**config.mk**
```make
export PLATFORM = sky130hd
export DESIGN_NAME = sram_cycle_ctrl
export DESIGN_NICKNAME = d
export VERILOG_FILES = /design/src/rtl/sram_ctrl_pkg.sv /design/src/rtl/phase_timer.sv /design/src/rtl/lane_select.sv /design/src/rtl/dq_path.sv /design/src/rtl/sram_cycle_ctrl.sv
export SDC_FILE = /design/constraint.sdc
export NUM_CORES = 1
export LEC_CHECK = 0
export CAP_MARGIN = 20
export CELL_PAD_IN_SITES_DETAIL_PLACEMENT = 0
export CELL_PAD_IN_SITES_GLOBAL_PLACEMENT = 1
export CORE_ASPECT_RATIO = 0.8
export CORE_MARGIN = 8
export CORE_UTILIZATION = 28
export CTS_CLUSTER_DIAMETER = 80
export DETAILED_ROUTE_END_ITERATION = 16
export GPL_ROUTABILITY_DRIVEN = 1
export HOLD_SLACK_MARGIN = 0.06
export PLACE_DENSITY_LB_ADDON = 0.1
export SETUP_SLACK_MARGIN = 0.02
export SLEW_MARGIN = 5
export SYNTH_ARGS = -nofsm -noshare
export SYNTH_HDL_FRONTEND = slang
export SYNTH_SLANG_ARGS = --single-unit
```
**constraint.sdc**
```tcl
create_clock -name clk_i -period 1.7 [get_ports clk_i]
set_input_delay 0.34 -clock clk_i [delete_from_list [all_inputs] [get_ports clk_i]]
set_output_delay 0.34 -clock clk_i [all_outputs]
set_load 0.01 [all_outputs]
```
**src/rtl/sram_ctrl_pkg.sv**
```systemverilog
package sram_ctrl_pkg;

  typedef enum logic [2:0] {
    ST_IDLE,
    ST_RD,
    ST_TA,
    ST_WS,
    ST_WP,
    ST_WH
  } ctrl_state_e;

  function automatic int ceil_div(input int num, input int den);
    return (num + den - 1) / den;
  endfunction

  function automatic int max2(input int a, input int b);
    return (a > b) ? a : b;
  endfunction

  function automatic int clk_cnt(input int ns, input int period_ns);
    return max2(1, ceil_div(ns, period_ns));
  endfunction

endpackage

```
**src/rtl/phase_timer.sv**
```systemverilog
module phase_timer #(
  parameter int CNT_W = 4
) (
  input  logic             clk_i,
  input  logic             rst_ni,
  input  logic             load_i,
  input  logic [CNT_W-1:0] load_val_i,
  output logic             done_o
);

  logic [CNT_W-1:0] cnt_q;

  always_ff @(posedge clk_i or negedge rst_ni) begin
    if (!rst_ni)             cnt_q <= '0;
    else if (load_i)         cnt_q <= load_val_i;
    else if (cnt_q != '0)    cnt_q <= cnt_q - 1'b1;
  end

  assign done_o = (cnt_q == '0);

endmodule

```
**src/rtl/lane_select.sv**
```systemverilog
module lane_select #(
  parameter int LANES = 2
) (
  input  logic             active_i,
  input  logic [LANES-1:0] be_i,
  output logic [LANES-1:0] cs_n_o,
  output logic [LANES-1:0] cs_o
);

  for (genvar l = 0; l < LANES; l++) begin : g_lane
    logic sel;
    assign sel       = active_i & be_i[l];
    assign cs_o[l]   = sel;
    assign cs_n_o[l] = ~sel;
  end

endmodule

```
**src/rtl/dq_path.sv**
```systemverilog
module dq_path #(
  parameter int LANES  = 2,
  parameter int LANE_W = 8,
  localparam int DATA_W = LANES * LANE_W
) (
  input  logic              drive_i,
  input  logic [DATA_W-1:0] wdata_i,
  input  logic [LANES-1:0]  be_i,
  input  logic [DATA_W-1:0] dq_i,
  output logic              dq_oe_o,
  output logic [DATA_W-1:0] dq_o,
  output logic [DATA_W-1:0] rd_word_o
);

  assign dq_oe_o = drive_i;
  assign dq_o    = wdata_i;

  // unselected lanes float on the bus; return zero for them
  for (genvar l = 0; l < LANES; l++) begin : g_mask
    assign rd_word_o[l*LANE_W +: LANE_W] = be_i[l] ? dq_i[l*LANE_W +: LANE_W] : '0;
  end

endmodule

```
**src/rtl/sram_cycle_ctrl.sv**
```systemverilog
module sram_cycle_ctrl
  import sram_ctrl_pkg::*;
#(
  parameter int ADDR_W  = 17,
  parameter int LANE_W  = 8,
  parameter int LANES   = 2,
  parameter int CLK_NS  = 10,
  parameter int T_RD_NS = 100,
  parameter int T_WP_NS = 50,
  parameter int T_DW_NS = 40,
  parameter int T_WC_NS = 100,
  parameter int T_TA_NS = 40
) (
  input  logic                      clk_i,
  input  logic                      rst_ni,
  input  logic                      req_i,
  output logic                      ready_o,
  input  logic                      we_i,
  input  logic [ADDR_W-1:0]         addr_i,
  input  logic [LANES-1:0]          be_i,
  input  logic [LANES*LANE_W-1:0]   wdata_i,
  output logic [LANES*LANE_W-1:0]   rdata_o,
  output logic                      rdata_valid_o,
  output logic [ADDR_W-1:0]         mem_addr_o,
  output logic [LANES-1:0]          mem_cs_n_o,
  output logic [LANES-1:0]          mem_cs_o,
  output logic                      mem_we_n_o,
  output logic                      mem_oe_n_o,
  output logic                      mem_dq_oe_o,
  output logic [LANES*LANE_W-1:0]   mem_dq_o,
  input  logic [LANES*LANE_W-1:0]   mem_dq_i
);

  localparam int DATA_W   = LANES * LANE_W;
  localparam int RD_CLKS  = clk_cnt(T_RD_NS, CLK_NS);
  localparam int WP_CLKS  = max2(clk_cnt(T_WP_NS, CLK_NS), clk_cnt(T_DW_NS, CLK_NS));
  localparam int WC_CLKS  = clk_cnt(T_WC_NS, CLK_NS);
  localparam int WH_CLKS  = max2(1, WC_CLKS - WP_CLKS - 1);
  localparam int TA_CLKS  = clk_cnt(T_TA_NS, CLK_NS);
  localparam int MAX_CLKS = max2(max2(RD_CLKS, WP_CLKS), max2(WH_CLKS, TA_CLKS));
  localparam int CNT_W    = $clog2(MAX_CLKS + 1);

  ctrl_state_e       state_q;
  logic [ADDR_W-1:0] addr_q;
  logic [LANES-1:0]  be_q;
  logic [DATA_W-1:0] wdata_q;
  logic [DATA_W-1:0] rdata_q;
  logic              rvalid_q;
  logic              tmr_load;
  logic [CNT_W-1:0]  tmr_val;
  logic              tmr_done;
  logic              accept;
  logic              bus_active;
  logic [DATA_W-1:0] rd_word;

  assign ready_o = (state_q == ST_IDLE);
  assign accept  = req_i && ready_o;

  phase_timer #(.CNT_W(CNT_W)) u_timer (
    .clk_i      (clk_i),
    .rst_ni     (rst_ni),
    .load_i     (tmr_load),
    .load_val_i (tmr_val),
    .done_o     (tmr_done)
  );

  always_comb begin
    tmr_load = 1'b0;
    tmr_val  = '0;
    unique case (state_q)
      ST_IDLE: if (accept && be_i != '0) begin
        tmr_load = 1'b1;
        tmr_val  = we_i ? '0 : CNT_W'(RD_CLKS - 1);
      end
      ST_RD: if (tmr_done) begin
        tmr_load = 1'b1;
        tmr_val  = CNT_W'(TA_CLKS - 1);
      end
      ST_WS: if (tmr_done) begin
        tmr_load = 1'b1;
        tmr_val  = CNT_W'(WP_CLKS - 1);
      end
      ST_WP: if (tmr_done) begin
        tmr_load = 1'b1;
        tmr_val  = CNT_W'(WH_CLKS - 1);
      end
      default: ;
    endcase
  end

  always_ff @(posedge clk_i or negedge rst_ni) begin
    if (!rst_ni) begin
      state_q  <= ST_IDLE;
      addr_q   <= '0;
      be_q     <= '0;
      wdata_q  <= '0;
      rdata_q  <= '0;
      rvalid_q <= 1'b0;
    end else begin
      rvalid_q <= 1'b0;
      unique case (state_q)
        ST_IDLE: if (accept) begin
          addr_q  <= addr_i;
          be_q    <= be_i;
          wdata_q <= wdata_i;
          if (be_i == '0) begin
            if (!we_i) begin
              rdata_q  <= '0;
              rvalid_q <= 1'b1;
            end
          end else begin
            state_q <= we_i ? ST_WS : ST_RD;
          end
        end
        ST_RD: if (tmr_done) begin
          rdata_q  <= rd_word;
          rvalid_q <= 1'b1;
          state_q  <= ST_TA;
        end
        ST_TA: if (tmr_done) state_q <= ST_IDLE;
        ST_WS: if (tmr_done) state_q <= ST_WP;
        ST_WP: if (tmr_done) state_q <= ST_WH;
        ST_WH: if (tmr_done) state_q <= ST_IDLE;
        default: state_q <= ST_IDLE;
      endcase
    end
  end

  assign bus_active = (state_q == ST_RD) || (state_q == ST_WS) ||
                      (state_q == ST_WP) || (state_q == ST_WH);

  lane_select #(.LANES(LANES)) u_lanes (
    .active_i (bus_active),
    .be_i     (be_q),
    .cs_n_o   (mem_cs_n_o),
    .cs_o     (mem_cs_o)
  );

  dq_path #(.LANES(LANES), .LANE_W(LANE_W)) u_dq (
    .drive_i   ((state_q == ST_WS) || (state_q == ST_WP) || (state_q == ST_WH)),
    .wdata_i   (wdata_q),
    .be_i      (be_q),
    .dq_i      (mem_dq_i),
    .dq_oe_o   (mem_dq_oe_o),
    .dq_o      (mem_dq_o),
    .rd_word_o (rd_word)
  );

  assign mem_addr_o    = addr_q;
  assign mem_oe_n_o    = (state_q != ST_RD);
  assign mem_we_n_o    = (state_q != ST_WP);
  assign rdata_o       = rdata_q;
  assign rdata_valid_o = rvalid_q;

  AST_NO_DRIVE_IN_READ: assert property (@(posedge clk_i) disable iff (!rst_ni)
    !mem_oe_n_o |-> !mem_dq_oe_o);
  AST_RVALID_PULSE: assert property (@(posedge clk_i) disable iff (!rst_ni)
    rdata_valid_o |=> !rdata_valid_o);
  AST_WE_OE_EXCL: assert property (@(posedge clk_i) disable iff (!rst_ni)
    !mem_we_n_o |-> (mem_oe_n_o && mem_dq_oe_o));
  AST_ADDR_STABLE: assert property (@(posedge clk_i) disable iff (!rst_ni)
    (!ready_o && $past(!ready_o)) |-> $stable(mem_addr_o));
  AST_IDLE_DESELECT: assert property (@(posedge clk_i) disable iff (!rst_ni)
    ready_o |-> (mem_cs_o == '0 && mem_we_n_o && mem_oe_n_o));
  AST_SEL_IN_BE: assert property (@(posedge clk_i) disable iff (!rst_ni)
    (!ready_o && $past(ready_o)) |-> ((mem_cs_o & ~$past(be_i)) == '0));

endmodule

```
==> flow_metrics.py <==
metrics = {
    "final_layout": {
        "area_delta_synth_final_pct": 74.4,
        "nFillCells": 919,
        "drive_above_1_share_pct": 28.1,
        "fin_cells": 549,
        "diodes": 0,
        "fin_nets": 481,
    },
    "setup_path": {
        "critPathMaxFanout": 14,
        "timing.rr.end": "state_q[1]",
        "cp-start-kind": "flop",
        "r2r_cells": 5,
        "critPathSlowestCell": "dfrtp_2",
        "worstPathBufferInverterCount": 2,
        "cp_slowest_stage_delay_ns": 0.43,
        "crit_family": "compound AO/OA/AOI/OAI gates",
        "rrSetupSlack_ns": -0.05,
        "crit_chain": "buf_8 -> nor4b_4 -> buf_4 -> o221ai_1 -> a221oi_1",
        "path_class": "flop to flop",
        "rr_startpoint": "state_q[2]",
        "cp.arrival_ns": 1.94,
        "crit_path_end_kind": "flop",
        "cp_data_required_time_ns": 1.89,
    },
    "placed_design": {
        "dpl.cell_count": 520,
        "hpwl_um": 5550,
        "port_buffers": 112,
        "routabilityCongestion": 0.710,
        "pre_cts_ws_ns": -0.239,
    },
    "global_route": {
        "grt_max_degree": 60,
        "grt_pass1_vias": 2444,
        "grt_pass1_wl_um": 13000,
        "globalRouteOverflowTotal": 0,
        "grt_usage_pct": 12.5,
        "antenna_found_initial": 0,
    },
    "die": {
        "dieArea_um2": 13100,
        "rows": 32,
        "coreArea_um2": 9530,
        "ios": 113,
        "chipWidth_um": 126,
        "start_util_pct": 28.4,
        "die_h_um": 104,
    },
    "route": {
        "wire_per_inst_um": 15.2,
        "first_iter_violations": 112,
        "viasPerCell": 4.32,
        "via_count": 2370,
        "first_pass_iters": 4,
        "drc": 0,
        "wirelength_um": 8320,
        "ant_nets": 0,
    },
    "synth": {
        "synth.net_count": 336,
        "synth.cell_area_um2": 2710,
        "ys_warn_count": 0,
        "yosysTopAreaCellShare_pct": 54.6,
        "synth_area_leaders": "dfrtp_1, nand2_1, mux2i_1",
        "async_flop_share_pct": 100,
        "synth_area_per_cell_um2": 9.66,
        "syn_inst": 280,
        "synthFlopType": "dfrtp_1",
        "synthDistinctLibCells": 38,
        "yosysSeqAreaShare_pct": 54.6,
        "synth-seq-cells": 59,
        "synth-edff-count": 0,
        "synth_top_cell_by_area": "dfrtp_1",
    },
    "min_path": {
        "hold_class": "flop to flop",
        "worst_hold_startpoint": "mem_addr_o[5]",
        "min_to": "mem_addr_o[5]",
        "min_delay_path_depth": 2,
    },
    "sta": {
        "setup_tns_ns": -0.0728,
        "min_period_over_period_pct": 103,
        "hold_ws_ns": 0.468,
        "fmax_ghz": 0.571,
        "hold_viol_final": 0,
        "finalSetupViolations": 2,
        "relSlewSlack_pct": 77.2,
        "postLayoutSetupSlackWorst_ns": -0.0526,
        "period_needed_ns": 1.75,
        "drv_slew": 0,
        "rsz0062_at_grt": "true",
        "worst_slew_pin_slew_ns": 0.341,
        "fin_skew_ns": 0.00449,
    },
    "cts": {
        "clk_pin_slew_ns": 0.05,
        "htree_levels": 3,
        "clkSinkCount": 59,
        "cts_tree": "yes",
        "cts-root-buf": "clkbuf_16",
        "cts_max_path_buffers": 2,
        "cts_buffers": 9,
        "clock_latency_ns": 0.32,
    },
    "outcome": {
        "outcome": "finished with violations",
        "violations": "negative setup slack",
    },
    "flow_run": {
        "max_cap_violations": 0,
    },
    "power_and_ir_drop": {
        "ir_drop_v": 0.000746,
        "p_leak_uw": 0.00212,
        "powerDensity_nw_per_um2": 1780,
    },
}
## worst min-delay path: cells and delay by family, from the launching register on
family / cells / cell delay [ns]
DFF: 1 / 0.33
and+or+nand+nor: 2 / 0.11
## synthesized netlist by cell type (all sizes together) (2+ instances only)
cell and number:
a32o 3, and2 2, buf 17, dfrtp 59, inv 19, mux2i 18
nand2 126, nor2 5, nor3 3, o21ai 4, o221ai 2, xnor2 2
## timing repair
action	CTS	global route
hold endpoints to repair	59	0
hold buffers	1	0
setup endpoints to repair	62	62
resized for setup	45	66
cloned	0	5
setup buffers	2	5
pin swaps	0	49
## metal layers
| metal | vias to the layer above | part of all wire, % | track usage, % |
|---|---|---|---|
| met2 | 73 | 45 | 18.7 |
| li1 | 1176 | - | - |
| met1 | 1113 | 46 | 15.5 |
| met4 | 0 | 1.2 | 3.86 |
| met5 | - | 0 | 0 |
| met3 | 8 | 8.0 | 5.94 |
## cells in the final DEF (no fill, tap or decap), types with 2 or more instances in the layout
| cell type | Yosys | routed |
|---|---|---|
| a32o_1 | 3 | 2 |
| buf_8 | 1 | 4 |
| buf_6 | 9 | 4 |
| inv_2 | 0 | 2 |
| clkbuf_8 | 0 | 2 |
| clkbuf_2 | 0 | 2 |
| nand2_4 | 0 | 10 |
| dfrtp_1 | 59 | 57 |
| nor2_1 | 5 | 3 |
| nor3_1 | 3 | 3 |
| o21ai_2 | 2 | 3 |
| nand2_2 | 0 | 29 |
| clkbuf_16 | 0 | 13 |
| clkbuf_1 | 1 | 4 |
| buf_2 | 4 | 4 |
| buf_4 | 2 | 27 |
| buf_12 | 0 | 3 |
| mux2i_1 | 18 | 17 |
| inv_1 | 19 | 17 |
| xnor2_1 | 2 | 2 |
| clkdlybuf4s50_1 | 0 | 102 |
| dfrtp_2 | 0 | 2 |
| nand2_1 | 126 | 87 |
## layout make-up
| cell class | count | area (µm²) | area share, % |
|---|---|---|---|
| Timing Repair Buffer | 152 | 1540 | 32.7 |
| Sequential cell | 59 | 1480 | 31.3 |
| Clock buffer | 15 | 268 | 5.67 |
| Clock inverter | 1 | 7.51 | 0.159 |
| Multi-Input combinational cell | 184 | 1200 | 25.5 |
| Tap cell | 119 | 149 | 3.16 |
| Inverter | 19 | 71.3 | 1.51 |
## how the worst max path moves through the flow
stage	from	cells after the start	slack [ns]	endpoint
after detailed placement	req_i	5	-0.24	wdata_q[3]
final	state_q[2]	5	-0.05	state_q[1]
after CTS	state_q[2]	4	-0.02	mem_cs_o[0]
after floorplan	u_timer.cnt_q[0]	7	0.05	rdata_o[10]
after global placement	req_i	5	-0.21	wdata_q[5]
after global routing	state_q[2]	5	-0.13	state_q[1]
## power breakdown
| part | leakage, µW | internal (µW) | switching, µW |
|---|---|---|---|
| Sequential | 0.000744 | 2040 | 455 |
| Combinational | 0.00125 | 2390 | 1870 |
| Clock | 0.000130 | 1070 | 587 |
## sequential cells by signal (all words and copies together) (netlist names)
| signal | count |
|---|---|
| wdata_q | 16 |
| be_q | 2 |
| rdata_valid_o | 1 |
| u_timer.cnt_q | 4 |
| rdata_o | 16 |
| mem_addr_o | 17 |
| state_q | 3 |
## through the flow
step                cell area [µm²]  util (%)  power [µW]
floorplan                      2710         -        4150
global placement               4050      42.5        6050
detailed placement             4050      42.5        6070
CTS                            4370      45.9        7880
global route                   4720      49.5        9010
finish                         4720      49.5        8410
## kinds of logic (layout without fill, tap and decap cells)
logic type	after synthesis	count (layout)	synth area share (%)
and+or+nand+nor	147	147	23.3
DFF	59	59	54.6
buffers and inverters	37	187	8.51
muxes	19	19	7.08
AOI/OAI and AO/OA	14	14	5.09
xor gates and xnor gates	3	3	0.972
adders and majority gates	1	1	0.462
Note: power is estimated with default switching activity, not from simulation.
